File: src/rtl/acc_cpu_pkg.sv
package acc_cpu_pkg;
  localparam int OPC_W = 4;

  localparam logic [OPC_W-1:0] OPC_LOAD  = 4'h0;
  localparam logic [OPC_W-1:0] OPC_STORE = 4'h1;
  localparam logic [OPC_W-1:0] OPC_ADD   = 4'h2;
  localparam logic [OPC_W-1:0] OPC_SUB   = 4'h3;
  localparam logic [OPC_W-1:0] OPC_AND   = 4'h4;
  localparam logic [OPC_W-1:0] OPC_JMP   = 4'h5;
  localparam logic [OPC_W-1:0] OPC_JZ    = 4'h6;
  localparam logic [OPC_W-1:0] OPC_RTI   = 4'h7;
  localparam logic [OPC_W-1:0] OPC_HALT  = 4'hF;

  typedef enum logic [1:0] {ALU_PASS, ALU_ADD, ALU_SUB, ALU_AND} alu_op_e;

  typedef enum logic [3:0] {
    ST_FETCH_ADDR, ST_FETCH_READ, ST_FETCH_LATCH, ST_DECODE,
    ST_MEM_READ, ST_MEM_LATCH, ST_EXECUTE, ST_PUSH,
    ST_POP_READ, ST_POP_LATCH, ST_HALT
  } cpu_state_e;
endpackage

File: src/rtl/acc_cpu_alu.sv
module acc_cpu_alu
  import acc_cpu_pkg::*;
#(
  parameter int W = 16
) (
  input  logic [W-1:0] a_i,
  input  logic [W-1:0] b_i,
  input  alu_op_e      op_i,
  output logic [W-1:0] res_o,
  output logic         zero_o,
  output logic         neg_o
);
  always_comb begin
    unique case (op_i)
      ALU_ADD: res_o = a_i + b_i;
      ALU_SUB: res_o = a_i - b_i;
      ALU_AND: res_o = a_i & b_i;
      default: res_o = b_i;
    endcase
  end

  assign zero_o = (res_o == '0);
  assign neg_o  = res_o[W-1];
endmodule

File: src/rtl/acc_cpu_stack.sv
module acc_cpu_stack #(
  parameter int ADDR_W    = 8,
  parameter int STACK_TOP = 255
) (
  input  logic              clk_i,
  input  logic              rst_ni,
  input  logic              push_i,
  input  logic              pop_i,
  output logic [ADDR_W-1:0] sp_o,
  output logic [ADDR_W-1:0] sp_next_o
);
  localparam logic [ADDR_W-1:0] TOP = ADDR_W'(STACK_TOP);

  always_ff @(posedge clk_i or negedge rst_ni) begin
    if (!rst_ni)     sp_o <= TOP;
    else if (push_i) sp_o <= sp_o - 1'b1;
    else if (pop_i)  sp_o <= sp_o + 1'b1;
  end

  assign sp_next_o = sp_o + 1'b1;
endmodule

File: src/rtl/acc_cpu.sv
module acc_cpu
  import acc_cpu_pkg::*;
#(
  parameter int DATA_W    = 16,
  parameter int ADDR_W    = 8,
  parameter int VEC_ADDR  = 240,
  parameter int STACK_TOP = 255
) (
  input  logic              clk_i,
  input  logic              rst_ni,
  input  logic              irq_i,
  output logic [ADDR_W-1:0] mem_addr_o,
  output logic [DATA_W-1:0] mem_wdata_o,
  input  logic [DATA_W-1:0] mem_rdata_i,
  output logic              mem_rd_o,
  output logic              mem_wr_o,
  output logic              halted_o
);
  localparam int OPC_LSB = DATA_W - OPC_W;
  localparam int IMM_BIT = OPC_LSB - 1;
  localparam int EXT_W   = DATA_W - ADDR_W;
  localparam logic [ADDR_W-1:0] VEC = ADDR_W'(VEC_ADDR);

  typedef struct packed {
    logic [OPC_W-1:0]  opc;
    logic              imm;
    logic [ADDR_W-1:0] opnd;
  } instr_t;

  cpu_state_e        state;
  logic [ADDR_W-1:0] pc, mar, sp, sp_next;
  logic [DATA_W-1:0] mbr, acc, alu_res, alu_b;
  instr_t            cir, dec;
  logic [1:0]        sr;  // {neg, zero}
  logic [1:0]        ctx_idx;
  logic              masked, push, pop, alu_z, alu_n, is_alu, dec_alu;
  alu_op_e           alu_op;

  assign dec = '{opc: mbr[DATA_W-1:OPC_LSB], imm: mbr[IMM_BIT], opnd: mbr[ADDR_W-1:0]};
  assign dec_alu = dec.opc inside {OPC_LOAD, OPC_ADD, OPC_SUB, OPC_AND};
  assign is_alu  = cir.opc inside {OPC_LOAD, OPC_ADD, OPC_SUB, OPC_AND};
  assign alu_b   = cir.imm ? {{EXT_W{1'b0}}, cir.opnd} : mbr;

  always_comb begin
    unique case (cir.opc)
      OPC_ADD: alu_op = ALU_ADD;
      OPC_SUB: alu_op = ALU_SUB;
      OPC_AND: alu_op = ALU_AND;
      default: alu_op = ALU_PASS;
    endcase
  end

  acc_cpu_alu #(.W(DATA_W)) u_alu (
    .a_i(acc), .b_i(alu_b), .op_i(alu_op),
    .res_o(alu_res), .zero_o(alu_z), .neg_o(alu_n)
  );

  acc_cpu_stack #(.ADDR_W(ADDR_W), .STACK_TOP(STACK_TOP)) u_stack (
    .clk_i, .rst_ni, .push_i(push), .pop_i(pop),
    .sp_o(sp), .sp_next_o(sp_next)
  );

  always_comb begin
    mem_rd_o    = 1'b0;
    mem_wr_o    = 1'b0;
    mem_addr_o  = mar;
    mem_wdata_o = acc;
    push        = 1'b0;
    pop         = 1'b0;
    unique case (state)
      ST_FETCH_READ, ST_MEM_READ: mem_rd_o = 1'b1;
      ST_EXECUTE: mem_wr_o = (cir.opc == OPC_STORE);
      ST_PUSH: begin
        mem_wr_o   = 1'b1;
        mem_addr_o = sp;
        push       = 1'b1;
        unique case (ctx_idx)
          2'd0:    mem_wdata_o = {{EXT_W{1'b0}}, pc};
          2'd1:    mem_wdata_o = acc;
          default: mem_wdata_o = {{(DATA_W-2){1'b0}}, sr};
        endcase
      end
      ST_POP_READ: begin
        mem_rd_o   = 1'b1;
        mem_addr_o = sp_next;
        pop        = 1'b1;
      end
      default: ;
    endcase
  end

  assign halted_o = (state == ST_HALT);

  always_ff @(posedge clk_i or negedge rst_ni) begin
    if (!rst_ni) begin
      state   <= ST_FETCH_ADDR;
      pc      <= '0;
      mar     <= '0;
      mbr     <= '0;
      cir     <= '0;
      acc     <= '0;
      sr      <= '0;
      ctx_idx <= '0;
      masked  <= 1'b0;
    end else begin
      unique case (state)
        ST_FETCH_ADDR: begin
          mar   <= pc;
          pc    <= pc + 1'b1;
          state <= ST_FETCH_READ;
        end
        ST_FETCH_READ: state <= ST_FETCH_LATCH;
        ST_FETCH_LATCH: begin
          mbr   <= mem_rdata_i;
          state <= ST_DECODE;
        end
        ST_DECODE: begin
          cir <= dec;
          mar <= dec.opnd;
          if (dec.opc == OPC_HALT) state <= ST_HALT;
          else if (dec.opc == OPC_RTI) begin
            ctx_idx <= '0;
            state   <= ST_POP_READ;
          end else if (dec_alu && !dec.imm) state <= ST_MEM_READ;
          else state <= ST_EXECUTE;
        end
        ST_MEM_READ: state <= ST_MEM_LATCH;
        ST_MEM_LATCH: begin
          mbr   <= mem_rdata_i;
          state <= ST_EXECUTE;
        end
        ST_EXECUTE: begin
          if (is_alu) begin
            acc <= alu_res;
            sr  <= {alu_n, alu_z};
          end
          if (cir.opc == OPC_JMP || (cir.opc == OPC_JZ && sr[0])) pc <= cir.opnd;
          if (irq_i && !masked) begin
            masked  <= 1'b1;
            ctx_idx <= '0;
            state   <= ST_PUSH;
          end else state <= ST_FETCH_ADDR;
        end
        ST_PUSH: begin
          ctx_idx <= ctx_idx + 2'd1;
          if (ctx_idx == 2'd2) begin
            pc    <= VEC;
            state <= ST_FETCH_ADDR;
          end
        end
        ST_POP_READ: state <= ST_POP_LATCH;
        ST_POP_LATCH: begin
          ctx_idx <= ctx_idx + 2'd1;
          unique case (ctx_idx)
            2'd0: sr  <= mem_rdata_i[1:0];
            2'd1: acc <= mem_rdata_i;
            default: pc <= mem_rdata_i[ADDR_W-1:0];
          endcase
          if (ctx_idx == 2'd2) begin
            masked <= 1'b0;
            state  <= ST_FETCH_ADDR;
          end else state <= ST_POP_READ;
        end
        default: state <= ST_HALT;
      endcase
    end
  end
endmodule

File: config.mk
export PLATFORM = sky130hd
export DESIGN_NAME = acc_cpu
export DESIGN_NICKNAME = d
export VERILOG_FILES = /design/src/rtl/acc_cpu_pkg.sv /design/src/rtl/acc_cpu_alu.sv /design/src/rtl/acc_cpu_stack.sv /design/src/rtl/acc_cpu.sv
export SDC_FILE = /design/constraint.sdc
export NUM_CORES = 1
export LEC_CHECK = 0
export ABC_AREA = 1
export BUFFER_PORTS_ARGS = -buffer_cell sky130_fd_sc_hd__buf_2
export CAP_MARGIN = 20
export CORE_MARGIN = 3
export CORE_UTILIZATION = 30
export DETAILED_ROUTE_END_ITERATION = 8
export SYNTH_ARGS = -nofsm -noshare
export SYNTH_HDL_FRONTEND = slang
export SYNTH_SLANG_ARGS = --single-unit
File: constraint.sdc
create_clock -name clk_i -period 5.8 [get_ports clk_i]
set_input_delay 1.16 -clock clk_i [delete_from_list [all_inputs] [get_ports clk_i]]
set_output_delay 1.16 -clock clk_i [all_outputs]
set_load 0.05 [all_outputs]
== Word-level counts from Yosys, hierarchy flattened ==
Index checks and enable logic that the tools add are counted.
Widths: inputs -> output; s select.

* Add/sub/neg operators: 6
* Equality and inequality tests: 36
* Mux-type cells: 37
* Bitwise logic cells: 1
* Reduce and logical (&&, ||, !) cells: 27

{| class="wikitable"
|+ Operators with widths
! operator !! count
|-
| $mux 16 || 4
|-
| $pmux 16 s2 || 2
|-
| $pmux 16 s3 || 1
|-
| $mux 8 || 5
|-
| $pmux 4 s10 || 1
|-
| $eq 4x3->1 const B || 9
|-
| $pmux 8 s2 || 2
|-
| $pmux 8 s4 || 1
|-
| $eq 4x2->1 const B || 6
|-
| $add 16x16->16 || 1
|-
| $add 8x1->8 const B || 2
|-
| $and 16x16->16 || 1
|-
| $eq 4x4->1 const B || 4
|-
| $logic_not 16->1 || 1
|-
| $mux 4 || 4
|-
| $ne 2x2->1 const B || 8
|-
| $sub 16x16->16 || 1
|-
| $logic_not 4->1 || 3
|-
| $mux 2 || 6
|-
| $pmux 2 s3 || 2
|-
| $reduce_bool 4->1 || 3
|-
| $reduce_and 3->1 || 3
|-
| $eq 4x1->1 const B || 2
|-
| $reduce_and 4->1 || 2
|-
| other kinds (17) || 33
|}

* Register bits: 78
* Input port bits: 19
* Output and inout port bits: 27
* Logic and storage cells: 119

== Longest topological paths before layout ==
* Depth after elaboration: 7
* Gate-level depth with buffers: 26
* Gate-level depth less buffers: 25

== By module ==
A second synthesis with hierarchy kept.

* Cells, all modules: 1115
* Area total of the unflattened synthesis: 6764.0 um2

{| class="wikitable"
|+ Modules (own cells, without submodules)
! module !! instances !! cells an instance !! area an instance (um2) !! seq. area each (um2)
|-
| acc_cpu || 1 || 611 || 4137.7 || 1751.7
|-
| acc_cpu_alu || 1 || 404 || 1949.4 || 0.0
|-
| acc_cpu_stack || 1 || 100 || 676.9 || 210.2
|}

== Worst setup path before layout ==
No wires, ideal clock.

* Path kind: reg2out
* From: register state[3]
* To: output port mem_wdata_o[2]
* Data arrival time: 2262 ps
* Data required time: 4640 ps
* Slack: 2378 ps
* Stages on the path, launching flop included: 7
* Buffers on the path: 1
* Cells stage by stage: dfrtp_1 > nor2_1 > inv_2 > nor2_4 > inv_2 > clkbuf_1 > o32ai_1

* Longest elaborated chain between the ends: 2

{| class="wikitable"
|+ Ends and longest elaborated chain
! what !! line !! source
|-
| start, declared || acc_cpu.sv:30 || <nowiki>cpu_state_e state;</nowiki>
|-
| start signal, assigned || acc_cpu.sv:96 || <nowiki>state <= ST_FETCH_ADDR;</nowiki>
|-
| start signal, assigned || acc_cpu.sv:110 || <nowiki>state <= ST_FETCH_READ;</nowiki>
|-
| start signal, assigned || acc_cpu.sv:112 || <nowiki>ST_FETCH_READ: state <= ST_FETCH_LATCH;</nowiki>
|-
| $eq 4x3->1 || acc_cpu.sv:70 || <nowiki>unique case (state)</nowiki>
|-
| $mux 16 || acc_cpu.sv:70 ||
|-
| end, declared || acc_cpu.sv:13 || <nowiki>output logic [DATA_W-1:0] mem_wdata_o,</nowiki>
|}

No other way between the ends.

== Final worst setup path ==
* From: register cir[8] (netlist bit)
* To: register sr[1]

* Longest elaborated chain between the ends: 5
* Elaborated cells on any way between the ends: 7
* Classes of those cells: add/sub (2); mux (4); bitwise (1)

{| class="wikitable"
|+ Ends and longest elaborated chain
! what !! line !! source
|-
| start, declared || acc_cpu.sv:33 || <nowiki>instr_t cir, dec;</nowiki>
|-
| start signal, assigned || acc_cpu.sv:100 || <nowiki>cir <= '0;</nowiki>
|-
| start signal, assigned || acc_cpu.sv:118 || <nowiki>cir <= dec;</nowiki>
|-
| $mux 16 (*) || acc_cpu.sv:42 || <nowiki>assign alu_b = cir.imm ? {{EXT_W{1'b0}}, cir.opnd} : mbr;</nowiki>
|-
| $sub 16x16->16 (tied with other cells) || acc_cpu_alu.sv:16 || <nowiki>ALU_SUB: res_o = a_i - b_i;</nowiki>
|-
| $pmux 16 s3 (*) || acc_cpu_alu.sv:14 || <nowiki>unique case (op_i)</nowiki>
|-
| $mux 2 (*) || acc_cpu.sv:133 || <nowiki>if (is_alu) begin</nowiki>
|-
| $pmux 2 s2 (*) || acc_cpu.sv:106 || <nowiki>unique case (state)</nowiki>
|-
| end signal, assigned || acc_cpu.sv:135 || <nowiki>sr <= {alu_n, alu_z};</nowiki>
|-
| end signal, assigned || acc_cpu.sv:155 || <nowiki>2'd0: sr <= mem_rdata_i[1:0];</nowiki>
|-
| end, declared || acc_cpu.sv:34 || <nowiki>logic [1:0] sr;</nowiki>
|}

Every way passes the cells marked *; elsewhere a longest branch is shown, timed or not. The select of a mux whose other input is x is not followed.
A chain may end at the register's enable or synchronous reset.

==> metrics.cfg <==
[clock_tree]
postCtsHoldBufs=0
cts_tree=built
clk_latency_ns=0.35
numCtsBuffers=9
clk_path_buf_depth=2
clock-sinks=78
h-tree-depth=3
post_cts.repair.setup_buffers=0
clock-root-buffer=clkbuf_16
clk_pin_slew_worst_paths_ns=0.07
cts_resized=0

[routing]
ant_nets=0
dr.first_iter.drc_count=419
route.detailed.drc=0
vias=6054
via_per_inst=5.00
wirelength_um=19200
wl_per_cell_um=15.8
drtPass1Iterations=5

[timing]
worstMarginPinSlew_ns=0.868
period_minus_slack_ns=3.94
fmax_mhz=254
finalMaxSlewViolations=0
skew_ns=0.00778
fin_crit_sh=0.680
setup_tns_ns=0
finalSetupViolations=0
finalHoldViolCount=0
rsz0062_at_grt=no
max-slew-margin-rel=0.421

[logic_synthesis]
ys_warn_count=0
async_reset_ff_frac=1.00
synthCells=903
ys_seq_area_frac=0.322
netlist_area_mm2=0.00610
synth_ff_type=dfrtp_1
synth_edf_count=0
syn_nets=949
synth_area_per_cell_um2=6.76
synth.distinct_cells=51
synth_seq_cells=78

[global_route]
grt_pass1_vias=5963
grt_pass1_wl_um=31200
grt_usage=0.177
grt_max_degree=44
grt.overflow.total=0
antenna_found_initial=0

[finish]
nets=986
antennaDiodeCount=0
area_delta_synth_final_pct=12.3
layout-drive-gt1-share=0.117
fillers=2139
post-route-cell-area_mm2=0.00685

[floorplan]
ios=46
die_h_um=149
coreArea_mm2=0.0197
initial_core_util=0.309
dieWidth_um=149
rows=51
dieArea_mm2=0.0221

[placed_design]
place_area_mm2=0.00657
gp_congestion=0.955
io_buffers=45
hpwl_um=14700

[setup_path]
r2r_start=cir[8]$_DFFE_PN0P_
critPathMaxFanout=19
cp-startpoint=cir[8]$_DFFE_PN0P_
cp.buffers_inverters=3
crit_slowest_cell=dfrtp_1
cp.arrival_ns=4.22
crit_type=register to register
cp-start-kind=register
path_cells=inv_4 -> nand2_1 -> nand2_2 -> nor2_1 -> nand4_1 -> nor2_1 -> nand3_1 -> nor3_2 -> or2_1 -> xor2_1 -> inv_1 -> ha_1 -> a21o_1 -> a21boi_0 -> nand2_1 -> a21oi_1 -> inv_1 -> nand2_1 -> nand3_2 -> nand2_2 -> nand3_2 -> a21oi_1
worstPathRequired_ns=6.07
cp-end-kind=register
critPathTopFamily=simple AND/OR/NAND/NOR gates
cpPeakStageDelay_ns=0.78
crit_top_cell=nand2_1

[min_path]
hold_start=u_stack.sp_o[6]$_DFFE_PN1N_
min_path_type=register to register

[run_status]
outcome=complete, no violations

[flow_run]
cap_violations=0

==> cell usage after synthesis (3+ instances only) <==
master,instances,share of area
o2111ai_1,5,0.0072
nor3_1,10,0.0082
a31oi_1,5,0.0051
nand2_1,225,0.14
o21ai_0,82,0.067
o32ai_1,5,0.0072
inv_1,144,0.089
a21oi_1,44,0.036
clkinv_1,6,0.0037
a211oi_1,4,0.0049
nor2_1,85,0.052
nand3_1,34,0.028
nand3b_1,4,0.0049
o211ai_1,7,0.0086
nor2_2,5,0.0051
inv_2,3,0.0018
xor2_1,17,0.024
buf_2,11,0.0090
a22oi_1,4,0.0049
o21ai_1,10,0.0082
nand3_2,6,0.0098
ha_1,26,0.053
nor3_2,3,0.0049
o221ai_1,15,0.022
dfrtp_1,70,0.29
nand4_1,7,0.0072
dfstp_2,8,0.034
o22ai_1,9,0.0092
clkbuf_1,11,0.0068
nand2_2,12,0.012
==> metal layers <==
layer	up-vias	global-route usage	wire length (µm)
met5	-	0	0
met4	0	0.0628	541
met2	152	0.283	8660
li1	3029	-	-
met1	2840	0.245	9190
met3	33	0.0262	786
==> tightest hold or removal path, delay by kind of cell (launching register included) <==
kind / cells / cell delay (ns)
flip-flops: 1 / 0.38
AND/OR/NAND/NOR: 1 / 0.07
AO/OA/AOI/OAI: 1 / 0.06
==> state kept, by name, summed over array words and instances (netlist names) <==
register      flops
acc              16
mbr              16
cir              13
mar               8
pc                8
u_stack.sp_o      8
state             4
ctx_idx           2
sr                2
masked            1
==> stage by stage <==
stage	hold slack (ns)	utilization	cells	setup slack, ns
global placement	0.491	0.333	1193	1.95
CTS	0.514	0.347	1209	1.89
finish	0.517	0.347	1210	1.86
global route	0.528	0.347	1210	1.44
floorplan	0.464	-	903	2.38
detailed placement	0.500	0.333	1193	1.91
==> final timing paths <==
check                           depth (start not counted)                           to  slack (ns)
worst max-delay path                                   22            sr[1]$_DFFE_PN0P_        1.86
worst min register to register                          2  u_stack.sp_o[6]$_DFFE_PN1N_        0.52
worst max register to register                         22            sr[1]$_DFFE_PN0P_        1.86
worst min-delay path                                    2  u_stack.sp_o[6]$_DFFE_PN1N_        0.52
min in group asynchronous                               1           mar[7]$_DFFE_PN0P_        0.78
max in group asynchronous                               2           acc[0]$_DFFE_PN0P_        4.04
==> cells in the final DEF (no fill, tap or decap), drive strengths merged, types with 2 or more instances in the layout <==
cell / Yosys / routed
dfrtp: 70 / 70
nand3b: 4 / 4
a31oi: 5 / 5
a21oi: 44 / 44
o31ai: 2 / 2
buf: 15 / 52
nand2: 238 / 238
nor3: 13 / 13
or2: 3 / 3
inv: 148 / 150
dfstp: 8 / 8
clkinv: 6 / 10
a211oi: 4 / 4
ha: 26 / 26
o221ai: 15 / 15
nor2: 92 / 92
o2111ai: 5 / 5
clkbuf: 11 / 10
o211ai: 7 / 7
a22oi: 5 / 5
nand3: 40 / 40
nand4: 7 / 7
o22ai: 9 / 9
o21ai: 93 / 93
xor2: 17 / 17
a21o: 2 / 2
o32ai: 5 / 5
==> cell families (layout without fill, tap and decap cells) <==
kind of cell	Yosys count	after routing	share of synthesized area
AND/OR/NAND/NOR	397	397	0.280
adder cells (fa/ha/maj)	27	27	0.0566
flip-flops	78	78	0.322
buffers and inverters	180	222	0.118
AO/OA/AOI/OAI	203	203	0.199
XOR/XNOR	18	18	0.0258
==> layout make-up <==
class	instances	area (µm²)	share of cell area
clock buffer	10	229	0.0334
tap	265	332	0.0484
clock inverter	6	45.0	0.00658
timing repair buffer	52	280	0.0409
multi-input combinational	645	3420	0.499
sequential	78	1960	0.286
inverter	154	581	0.0848
Power is not shown: default switching activity piles up to over one toggle a cycle in this logic, so the estimate is an artifact.
